**config.mk**
```make
export PLATFORM = sky130hd
export DESIGN_NAME = err_snap_ctrl
export DESIGN_NICKNAME = d
export VERILOG_FILES = /design/src/rtl/err_snap_pkg.sv /design/src/rtl/err_snap_tick.sv /design/src/rtl/err_snap_trig.sv /design/src/rtl/err_snap_accum.sv /design/src/rtl/err_snap_ctrl.sv
export SDC_FILE = /design/constraint.sdc
export NUM_CORES = 1
export LEC_CHECK = 0
export CAP_MARGIN = 15
export CORE_UTILIZATION = 45
export DETAILED_ROUTE_END_ITERATION = 8
export PLACE_DENSITY = 0.65
export SYNTH_ARGS = -nofsm -noshare
export SYNTH_HDL_FRONTEND = slang
export SYNTH_HIERARCHICAL = 1
export SYNTH_SLANG_ARGS = --single-unit
export TNS_END_PERCENT = 50
```
**constraint.sdc**
```tcl
create_clock -name clk -period 2.6 [get_ports clk]
set_clock_uncertainty 0.05 [all_clocks]
set_input_delay 0.52 -clock clk [delete_from_list [all_inputs] [get_ports clk]]
set_output_delay 0.52 -clock clk [all_outputs]
set_load 0.05 [all_outputs]
```
**src/rtl/err_snap_pkg.sv**
```systemverilog
package err_snap_pkg;
    typedef enum logic [1:0] {
        S_IDLE    = 2'd0,
        S_CAPTURE = 2'd1,
        S_REPORT  = 2'd2
    } snap_state_t;
endpackage

```
**src/rtl/err_snap_tick.sv**
```systemverilog
module err_snap_tick #(
    parameter int TICK_DIV = 50_000_000
) (
    input  logic clk,
    input  logic rst_n,
    input  logic run,
    output logic tick
);
    localparam int TW = (TICK_DIV > 2) ? $clog2(TICK_DIV) : 1;
    localparam logic [TW-1:0] LAST = TW'(TICK_DIV - 1);

    logic [TW-1:0] cnt;

    always_ff @(posedge clk) begin
        if (!rst_n || !run) begin
            cnt <= '0;
        end else if (cnt == LAST) begin
            cnt <= '0;
        end else begin
            cnt <= cnt + 1'b1;
        end
    end

    assign tick = run && (cnt == LAST);
endmodule

```
**src/rtl/err_snap_trig.sv**
```systemverilog
module err_snap_trig #(
    parameter int SYNC_STAGES = 2
) (
    input  logic clk,
    input  logic rst_n,
    input  logic pin_async,
    input  logic ctl_bit,
    output logic rise
);
    logic [SYNC_STAGES-1:0] sync_q;
    logic                   combined;
    logic                   combined_q;

    always_ff @(posedge clk) begin
        if (!rst_n) begin
            sync_q <= '0;
        end else begin
            sync_q <= {sync_q[SYNC_STAGES-2:0], pin_async};
        end
    end

    assign combined = sync_q[SYNC_STAGES-1] | ctl_bit;

    always_ff @(posedge clk) begin
        if (!rst_n) begin
            combined_q <= 1'b0;
        end else begin
            combined_q <= combined;
        end
    end

    assign rise = combined & ~combined_q;
endmodule

```
**src/rtl/err_snap_accum.sv**
```systemverilog
module err_snap_accum #(
    parameter int CNT_W = 16
) (
    input  logic             clk,
    input  logic             rst_n,
    input  logic             evt,
    input  logic             load,
    output logic [CNT_W-1:0] acc,
    output logic [CNT_W-1:0] held
);
    localparam logic [CNT_W-1:0] FULL = '1;

    always_ff @(posedge clk) begin
        if (!rst_n) begin
            acc  <= '0;
            held <= '0;
        end else if (load) begin
            held <= acc;
            acc  <= evt ? CNT_W'(1) : '0;
        end else if (evt && acc != FULL) begin
            acc <= acc + 1'b1;
        end
    end
endmodule

```
**src/rtl/err_snap_ctrl.sv**
```systemverilog
module err_snap_ctrl
    import err_snap_pkg::*;
#(
    parameter int NUM_CNT     = 4,
    parameter int CNT_W       = 16,
    parameter int TICK_DIV    = 50_000_000,
    parameter int SYNC_STAGES = 2
) (
    input  logic                     clk,
    input  logic                     rst_n,
    input  logic [NUM_CNT-1:0]       err_evt,
    input  logic                     manual_mode,
    input  logic                     upd_bit,
    input  logic                     upd_pin,
    output logic [NUM_CNT*CNT_W-1:0] snap_flat,
    output logic                     snap_done,
    output logic                     busy
);
    localparam int FLAT_W = NUM_CNT * CNT_W;

    snap_state_t          state, state_nx;
    logic                 tick;
    logic                 man_rise;
    logic                 trig;
    logic                 pending;
    logic                 capture;
    logic [FLAT_W-1:0]    acc_flat;

    err_snap_tick #(.TICK_DIV(TICK_DIV)) u_tick (
        .clk  (clk),
        .rst_n(rst_n),
        .run  (!manual_mode),
        .tick (tick)
    );

    err_snap_trig #(.SYNC_STAGES(SYNC_STAGES)) u_trig (
        .clk      (clk),
        .rst_n    (rst_n),
        .pin_async(upd_pin),
        .ctl_bit  (upd_bit),
        .rise     (man_rise)
    );

    assign trig = tick | (manual_mode & man_rise);

    // state register
    always_ff @(posedge clk) begin
        if (!rst_n) begin
            state <= S_IDLE;
        end else begin
            state <= state_nx;
        end
    end

    // next state
    always_comb begin
        state_nx = state;
        unique case (state)
            S_IDLE:    if (trig || pending) state_nx = S_CAPTURE;
            S_CAPTURE: state_nx = S_REPORT;
            S_REPORT:  state_nx = S_IDLE;
            default:   state_nx = S_IDLE;
        endcase
    end

    // trigger arriving mid-update is served afterwards
    always_ff @(posedge clk) begin
        if (!rst_n) begin
            pending <= 1'b0;
        end else if (state == S_IDLE) begin
            pending <= 1'b0;
        end else if (trig) begin
            pending <= 1'b1;
        end
    end

    // outputs
    always_comb begin
        capture   = 1'b0;
        snap_done = 1'b0;
        busy      = 1'b0;
        unique case (state)
            S_IDLE:    ;
            S_CAPTURE: begin capture = 1'b1; busy = 1'b1; end
            S_REPORT:  begin snap_done = 1'b1; busy = 1'b1; end
            default:   ;
        endcase
    end

    for (genvar i = 0; i < NUM_CNT; i++) begin : g_acc
        err_snap_accum #(.CNT_W(CNT_W)) u_acc (
            .clk  (clk),
            .rst_n(rst_n),
            .evt  (err_evt[i]),
            .load (capture),
            .acc  (acc_flat[i*CNT_W +: CNT_W]),
            .held (snap_flat[i*CNT_W +: CNT_W])
        );
    end
endmodule

```
# --- Word level (Yosys, flattened, before mapping) ---
# Index checks and enable logic that the tools add are counted.
totals:
  register_bits: 160
  output_inout_bits: 66
  in_bits: 9
  word_cells: 66
classes:
  reduce_logical: 17
  n_addsub: 5
  mux: 17
  n_eq_ne: 8
  bitwise_logic: 6
op_table:
  columns: ["operator", "n"]
  rows:
  - ["16-bit two-way mux", 8]
  - ["16-bit by 1-bit adder with 16-bit output, second input constant", 4]
  - ["16-bit inequality test, second input constant", 4]
  - ["26-bit by 1-bit adder with 26-bit output, second input constant", 1]
  - ["26-bit equality test, second input constant", 1]
  - ["2-bit nonzero test", 4]
  - ["1-bit two-way mux", 7]
  - ["2-bit OR reduction", 3]
  - ["1-bit logical AND", 5]
  - ["2-bit one-hot mux with 2 select lines", 1]
  - ["1-bit AND", 2]
  - ["2-bit by 1-bit equality test with 1-bit output, second input constant", 1]
  - ["2-bit equality test, second input constant", 1]
  - ["1-bit zero test", 2]
  - ["2-bit zero test", 1]
  - ["1-bit logical OR", 2]
  - ["2-bit two-way mux", 1]
  - ["2-bit inequality test, second input constant", 1]
  - ["1-bit NOT", 2]
  - ["1-bit OR", 2]

# --- Logic depth before layout (Yosys ltp) ---
# Gate-level depths: netlist (run 1).
depth:
  ltp_word: 7
  depth_mapped: 7
  mapped_depth_nobuf: 7

# --- Modules after synthesis ---
# Netlist (run 1), hierarchy kept.
modules_own_cells:
  columns: ["module", "cells_per_inst", "instances", "area_each_um2", "seq_area_each_um2"]
  rows:
  - ["err_snap_accum", 151, 4, 1468.9, 640.6]
  - ["err_snap_tick", 141, 1, 1253.7, 520.5]
  - ["err_snap_ctrl", 16, 1, 163.9, 60.1]
  - ["err_snap_trig", 7, 1, 90.1, 60.1]

# --- Worst setup path before layout (run 1) ---
# No wires, ideal clock.
synth_path:
  path_kind: "register -> register"
  from: "register u_tick.cnt[10]"
  to: "register state[1]"
  setup_time_ns: 0.116
  required_ns: 2.434
  n_path_buf: 0
  t_arrival_ns: 2.045
  synth_period_minus_slack_ns: 2.211
  stages_incl_launch_ff: 6
  path_slack_ns: 0.389
  path_cell_list: "dfxtp_1 or4b_2 or4_4 nor3_1 a211oi_4 a41o_1"
synth_via:
  elab_chain_len: 5
synth_lines:
  columns: ["element", "line", "text"]
  rows:
  - ["start: declaration", "err_snap_tick.sv:12", "logic [TW-1:0] cnt;"]
  - ["start signal: assignment", "err_snap_tick.sv:20", "cnt <= cnt + 1'b1;"]
  - ["26-bit equality test", "err_snap_tick.sv:24", "assign tick = run && (cnt == LAST);"]
  - ["1-bit logical AND", "err_snap_tick.sv:24", null]
  - ["via tick", "err_snap_ctrl.sv:22", "logic tick;"]
  - ["1-bit OR", "err_snap_ctrl.sv:44", "assign trig = tick | (manual_mode & man_rise);"]
  - ["1-bit logical OR", "err_snap_ctrl.sv:59", "S_IDLE: if (trig || pending) state_nx = S_CAPTURE;"]
  - ["2-bit inequality test (no line)", null, null]
  - ["end signal: assignment", "err_snap_ctrl.sv:51", "state <= state_nx;"]
  - ["end: declaration", "err_snap_ctrl.sv:21", "snap_state_t state, state_nx;"]
# The timed path passes the listed nets, and every way through them passes these cells.
# A chain may end at the register's enable or synchronous reset.

# --- Worst setup path after layout (run 1) ---
layout_path:
  from: "register state[0]"
  to: "output snap_done"
layout_via:
  elab_chain_len: 2
layout_lines:
  columns: ["element", "line", "text"]
  rows:
  - ["2-bit equality test", "err_snap_ctrl.sv:82", "unique case (state)"]
  - ["1-bit two-way mux", "err_snap_ctrl.sv:82", null]
  - ["end: declaration", "err_snap_ctrl.sv:16", "output logic snap_done,"]
# No other way between the ends.

==> metrics.yaml, run 1 <==
track_usage: 0.188
grt_antenna_before_repair: 0
yosys.area_share.simple: 0.278
path_clk_slew_ps: 60
drt.antenna.violating_nets: 0
boundaryPins: 75
synthXorXnorAreaFrac: 0.0190
nFillCells: 1386
synth-main-ff-cell: "dfxtp_1"
synthMuxAreaShare: 0.0868
rsz0062_at_grt: "false"
initial_core_util: 0.463
drv_slew: 0
r2r_setup_slack_ps: 260
worst_ep_arrival_time_ps: 1870
ff2ff_path_depth: 5
wl_mm: 15.3
rows: 46
vdd_drop_max_mv: 0.465
drc: 0
die_y_um: 130
hold_viol: 0
drtPass1Iterations: 4
syn_nets: 785
hpwl_mm: 10.6
port_buffers: 74
grt_pass1_wl_mm: 25.5
yosysUniqueCellTypes: 53
post_cts_buffers: 0
ff_latch_area_um2: 3200
grt_pass1_vias: 5458
drt_iter0_drc: 396
synth_compound_area_frac: 0.131
grt_overflow: 0
whs_endpoint: "u_trig/sync_q[1]"
synth_edf_count: 0
clock_path_buffers: 2
setup_viol: 0
place_area_um2: 8300
r2r-start: "u_tick/cnt[0]"
clock_latency_ps: 420
max_freq_mhz: 410
crit_start: "state[0]"
critPathRequiredTime_ps: 2030
worstReg2RegEnd: "u_tick/cnt[23]"
path_class: "flip-flop to output port"
cp_cell_sequence: "inv_1 -> ha_1 -> clkdlybuf4s50_1"
htreeDepth: 4
crit_path_end_kind: "output port"
ys_async_sr_fraction: 0
syn-instance-count: 768
die_w_um: 130
critPathMaxStageDelay_ps: 850
cts_inserted_buffers: 17
yosysSeqAreaShare: 0.434
vias: 5902
synth_fa_ha_area_frac: 0.0136
core_um2: 15900
power_density_nw_per_um2: 609
syn_to_final_growth_pct: 20.9
leakage_nw: 2.92
final_area_um2: 8920
yosysWarnings: 6
maxCapViolCount: 0
slowest_stage: "clkdlybuf4s50_1"
finalCritPeriodShare: 0.938
via_per_inst: 5.54
ys_ff_latch: 160
layout.nets: 854
start_kind: "flip-flop"
drive_gt1_frac: 0.121
status: "completed"
cts_root_buf: "clkbuf_16"
tightest_slew_ps: 574
worstHoldStart: "u_trig/sync_q[0]"
avgSynthCellArea_um2: 9.61
grt_max_degree: 32
diodes: 0
slew_headroom: 0.616
fp.dieArea_um2: 16900
critPathMaxFanout: 3
multiInputGateArea_um2: 3920
holdCritPathClass: "flip-flop to flip-flop"
setup_tns_ps: 0
synth_top_family_by_area: "simple AND/OR/NAND/NOR gates"
syn_area_um2: 7380
cts_sinks: 160
hold_path_depth: 1
cts_tree: "built"
gp_congestion: 0.803
finalCriticalPeriod_ps: 2440
wl_per_cell_um: 14.4
-- state kept, by name, summed over array words and instances (netlist names) --
signal,cells
pending,1
u_trig/combined_q,1
state,2
u_tick/cnt,26
g_acc.u_acc/acc,64
u_trig/sync_q,2
g_acc.u_acc/held,64
-- Yosys cell counts, types with 6 or more instances --
cell type | instances | area, um^2
a21oi_1 | 46 | 230
a31o_1 | 8 | 70.1
a31oi_1 | 8 | 50.1
buf_2 | 17 | 85.1
buf_4 | 6 | 45.0
clkbuf_1 | 9 | 33.8
dfxtp_1 | 160 | 3200
ha_1 | 8 | 100
inv_1 | 22 | 82.6
mux2i_1 | 64 | 641
nand2_1 | 27 | 101
nand3_1 | 32 | 160
nand4_1 | 22 | 138
nor2_1 | 43 | 161
nor2b_1 | 68 | 425
nor3_1 | 13 | 65.1
nor4_1 | 13 | 81.3
o21ai_0 | 33 | 165
o311ai_0 | 8 | 70.1
o31ai_1 | 11 | 82.6
or2_2 | 9 | 56.3
or3_1 | 18 | 113
or3_2 | 16 | 120
or4_1 | 13 | 97.6
xnor2_1 | 12 | 105
-- critical path, delay by kind of cell (launching register included) --
family / cells / cell delay [ps]
adder cells (fa/ha/maj): 1 / 150
buffers and inverters: 2 / 950
flip-flops: 1 / 340
-- layer usage --
metal  track usage  share of wire  up-vias
met1         0.240           0.48     2800
li1              -              -     2979
met2         0.308           0.48      103
met3        0.0381          0.026       20
met4        0.0841          0.018        0
met5             0              0        -
-- cell usage in the layout (no fill, tap or decap), types with 5 or more instances in the layout --
| cell type | n |
|---|---|
| clkinv_2 | 5 |
| a31oi_1 | 8 |
| nor2b_1 | 68 |
| clkdlybuf4s50_1 | 72 |
| o31ai_1 | 11 |
| xnor2_1 | 12 |
| nor3_1 | 13 |
| clkbuf_16 | 17 |
| and3_1 | 5 |
| or2_2 | 9 |
| a41o_1 | 5 |
| nand2_1 | 27 |
| o21ai_0 | 33 |
| or3_1 | 18 |
| nand2b_1 | 5 |
| mux2i_1 | 64 |
| or3_2 | 16 |
| nand4_4 | 5 |
| or4_1 | 13 |
| nor4_1 | 13 |
| a21oi_1 | 46 |
| a31o_1 | 8 |
| o311ai_0 | 8 |
| nor2_1 | 43 |
| ha_1 | 7 |
| nand3_1 | 32 |
| inv_1 | 22 |
| dfxtp_1 | 160 |
| nand4_1 | 22 |
| buf_4 | 13 |
-- stage by stage --
| stage | utilization | power (W) | setup WS, ps | hold WS (ps) | instances |
|---|---|---|---|---|---|
| 6_report | 0.560 | 0.00544 | 162 | 387 | 1066 |
| 5_1_grt | 0.560 | 0.00563 | 83.8 | 414 | 1066 |
| 4_1_cts | 0.560 | 0.00549 | 135 | 388 | 1066 |
| 3_5_place_dp | 0.521 | 0.00287 | 255 | 373 | 1034 |
| 3_3_place_gp | 0.521 | 0.00286 | 335 | 365 | 1034 |
| 2_1_floorplan | - | 0.00278 | 389 | 362 | 768 |
-- worst max path at each step --
stage | to | slack, ps | cells after the start
2_1_floorplan | state[1] | 390 | 5
3_3_place_gp | state[1] | 330 | 6
3_5_place_dp | g_acc[0].u_acc/acc[11] | 250 | 5
4_1_cts | snap_done | 130 | 3
5_1_grt | snap_done | 80 | 3
6_report | snap_done | 160 | 3
-- timing repair --
item                                    CTS  global route
resized for setup                         1             0
endpoints found under the setup margin    1             0
hold buffers                              0             0
endpoints found under the hold margin     0             0
-- cell type report --
type / count / share of cell area
Clock buffer: 21 / 0.0516
Clock inverter: 11 / 0.0181
Inverter: 22 / 0.00925
Multi-Input combinational cell: 549 / 0.439
Sequential cell: 160 / 0.359
Tap cell: 216 / 0.0303
Timing Repair Buffer: 87 / 0.0932
-- report_power, final --
| part | internal (W) | switching (W) |
|---|---|---|
| sequential | 0.00247 | 0.0000239 |
| combinational | 0.000131 | 0.000183 |
| clock | 0.00165 | 0.000974 |
| total | 0.00425 | 0.00118 |
-- kinds of logic after synthesis --
| group | after synthesis |
|---|---|
| compound gates | 143 |
| xor+xnor | 16 |
| fa+ha+maj | 8 |
| buf+inv | 59 |
| flops | 160 |
| mux | 64 |
| simple gates | 318 |
No activity file was read; power rests on OpenSTA's default activity.
==> run 2, diff against run 1 <==
--- a/config.mk
+++ b/config.mk
@@ -8,7 +8,7 @@
 export CAP_MARGIN = 15
 export CORE_UTILIZATION = 45
 export DETAILED_ROUTE_END_ITERATION = 8
-export PLACE_DENSITY = 0.65
+export PLACE_DENSITY = 0.66
 export SYNTH_ARGS = -nofsm -noshare
 export SYNTH_HDL_FRONTEND = slang
 export SYNTH_HIERARCHICAL = 1
==> run 2 against run 1 <==
Global-route usage up 0.15 points. Flip-flop and latch count did not move. Setup slack gained 2.2 ps. Utilization fell by 0.15 points. First-iteration DRC count up 20%. Design area decreased by 0.27%. Critical path depth unchanged. Non-clock buffer count rose by 3. Power fell by 3.2%.
==> metrics.yaml, run 2 (synthesis gave the netlist of run 1 again) <==
mostFrequentLayoutCell: "dfxtp_1"  # unchanged
drv_slew: 0  # unchanged
track_usage: 0.190  # was 0.188
port_buffers: 74  # unchanged
cts_root_buf: "clkbuf_16"  # unchanged
ctsHoldBuffers: 0  # unchanged
rows: 46  # unchanged
clock_latency_ps: 420  # about the same
mostFrequentLayoutCells: "dfxtp_1 (160), clkdlybuf4s50_1 (72), nor2b_1 (68), mux2i_1 (64), a21oi_1 (46)"  # unchanged
r2r-start: "u_tick/cnt[0]"  # unchanged
placed_cells: 1037  # was 1034
layout.nets: 857  # was 854
post-place-ws_ps: 241  # was 255 ps
cp_cell_sequence: "inv_1 -> ha_1 -> clkdlybuf4s50_1"  # unchanged
maxCapViolCount: 0  # unchanged
worstHoldStart: "u_trig/sync_q[0]"  # unchanged
die_w_um: 130  # unchanged
finalCritPeriodShare: 0.937  # was 0.938
finalCriticalPeriod_ps: 2440  # about the same
status: "completed"  # unchanged
diodes: 0  # unchanged
setup_viol: 0  # unchanged
post_cts_buffers: 0  # unchanged
drt.antenna.violating_nets: 0  # unchanged
die_y_um: 130  # unchanged
grt_overflow: 0  # unchanged
holdCritPathClass: "flip-flop to flip-flop"  # unchanged
start_kind: "flip-flop"  # unchanged
worst_ep_arrival_time_ps: 1870  # about the same
hold_viol: 0  # unchanged
max_freq_mhz: 410  # about the same
gp_congestion: 0.833  # was 0.803
crit_path_end_kind: "output port"  # unchanged
setup_tns_ps: 0  # unchanged
wl_met1_mm: 7.34  # was 7.31 mm
hpwl_mm: 10.9  # was 10.6 mm
grt_pass1_vias: 5539  # was 5458
wl_met3_um: 453  # was 401 um
via_per_inst: 5.58  # was 5.54
grt_pass1_wl_mm: 25.9  # was 25.5 mm
critPathRequiredTime_ps: 2030  # about the same
wl_per_cell_um: 14.5  # was 14.4 um
clock_path_buffers: 2  # unchanged
htreeDepth: 4  # unchanged
syn_to_final_growth_pct: 20.6  # was 20.9%
p_total_w: 0.00526  # was 0.00544 W
tightest_slew_ps: 571  # was 574 ps
fin_cells: 1068  # was 1066
grt_antenna_before_repair: 0  # unchanged
highest_layer: "met4"  # unchanged
initial_core_util: 0.463  # unchanged
critPathMaxFanout: 3  # unchanged
r2r_setup_slack_ps: 240  # was 260 ps
whs_endpoint: "u_trig/sync_q[1]"  # unchanged
path_class: "flip-flop to output port"  # unchanged
worstReg2RegEnd: "state[1]"  # was u_tick/cnt[23]
vias: 5962  # was 5902
drtPass1Iterations: 5  # was 4
grt_max_degree: 30  # was 32
hold_path_depth: 1  # unchanged
slowest_stage: "clkdlybuf4s50_1"  # unchanged
cts_sinks: 160  # unchanged
path_clk_slew_ps: 60  # about the same
wl_mm: 15.5  # was 15.3 mm
top_regs: "g_acc.u_acc/acc x64, g_acc.u_acc/held x64, u_tick/cnt x26"  # unchanged
boundaryPins: 75  # unchanged
leakage_nw: 2.90  # was 2.92 nW
drive_gt1_frac: 0.121  # about the same
layout_setup_ws_ps: 164  # was 162 ps
rsz0062_at_grt: "false"  # unchanged
cts.repair.resized: 0  # was 1
slew_headroom: 0.618  # was 0.616
fp.dieArea_um2: 16900  # unchanged
ff2ff_path_depth: 6  # was 5
whs_ps: 384  # was 387 ps
critPathMaxStageDelay_ps: 840  # was 850 ps
vdd_drop_max_mv: 0.425  # was 0.465 mV
core_um2: 15900  # unchanged
wl_met2_mm: 7.47  # was 7.34 mm
cts_inserted_buffers: 17  # unchanged
drt_iter0_drc: 476  # was 396
cts_tree: "built"  # unchanged
power_density_nw_per_um2: 591  # was 609 nW/um^2
drc: 0  # unchanged
run 2: critical path, delay by kind of cell (launching register included):
kind	cells	cell delay, ps
flip-flops	1	330
adder cells (fa/ha/maj)	1	160
buffers and inverters	2	950
run 2: how the worst max path moves through the flow:
stage / slack, ps / depth (start not counted) / start / to
2_1_floorplan: 390 / 5 / u_tick/cnt[10] / state[1]
3_3_place_gp: 310 / 5 / u_tick/cnt[10] / state[1]
3_5_place_dp: 240 / 5 / u_tick/cnt[0] / u_tick/cnt[22]
4_1_cts: 140 / 3 / state[0] / snap_done
5_1_grt: 90 / 3 / state[0] / snap_done
6_report: 160 / 3 / state[0] / snap_done
run 2: per-stage QoR:
stage | utilization | area [um^2]
floorplan | - | 7380
global placement | 0.522 | 8320
detailed placement | 0.522 | 8320
CTS | 0.558 | 8900
global route | 0.558 | 8900
finish | 0.558 | 8900
run 2: power by group:
| group | switching [W] | internal, W | leakage (nW) |
|---|---|---|---|
| clock | 0.000932 | 0.00151 | 0.280 |
| sequential | 0.0000247 | 0.00247 | 1.29 |
| combinational | 0.000185 | 0.000135 | 1.33 |
run 2: final cells by class:
class | count | area [um^2]
fillers | 1433 | 7040
flip-flops and latches | 160 | 3200
clock inverters | 5 | 77.6
inverters | 22 | 82.6
clock buffers | 26 | 499
repair buffers | 90 | 853
multi-input cells | 549 | 3920
well taps | 216 | 270
run 2: per-layer routing:
layer / global-route usage / vias up
met5: 0 / -
met4: 0.0705 / 0
met3: 0.0447 / 19
met2: 0.314 / 104
met1: 0.240 / 2863
li1: - / 2976
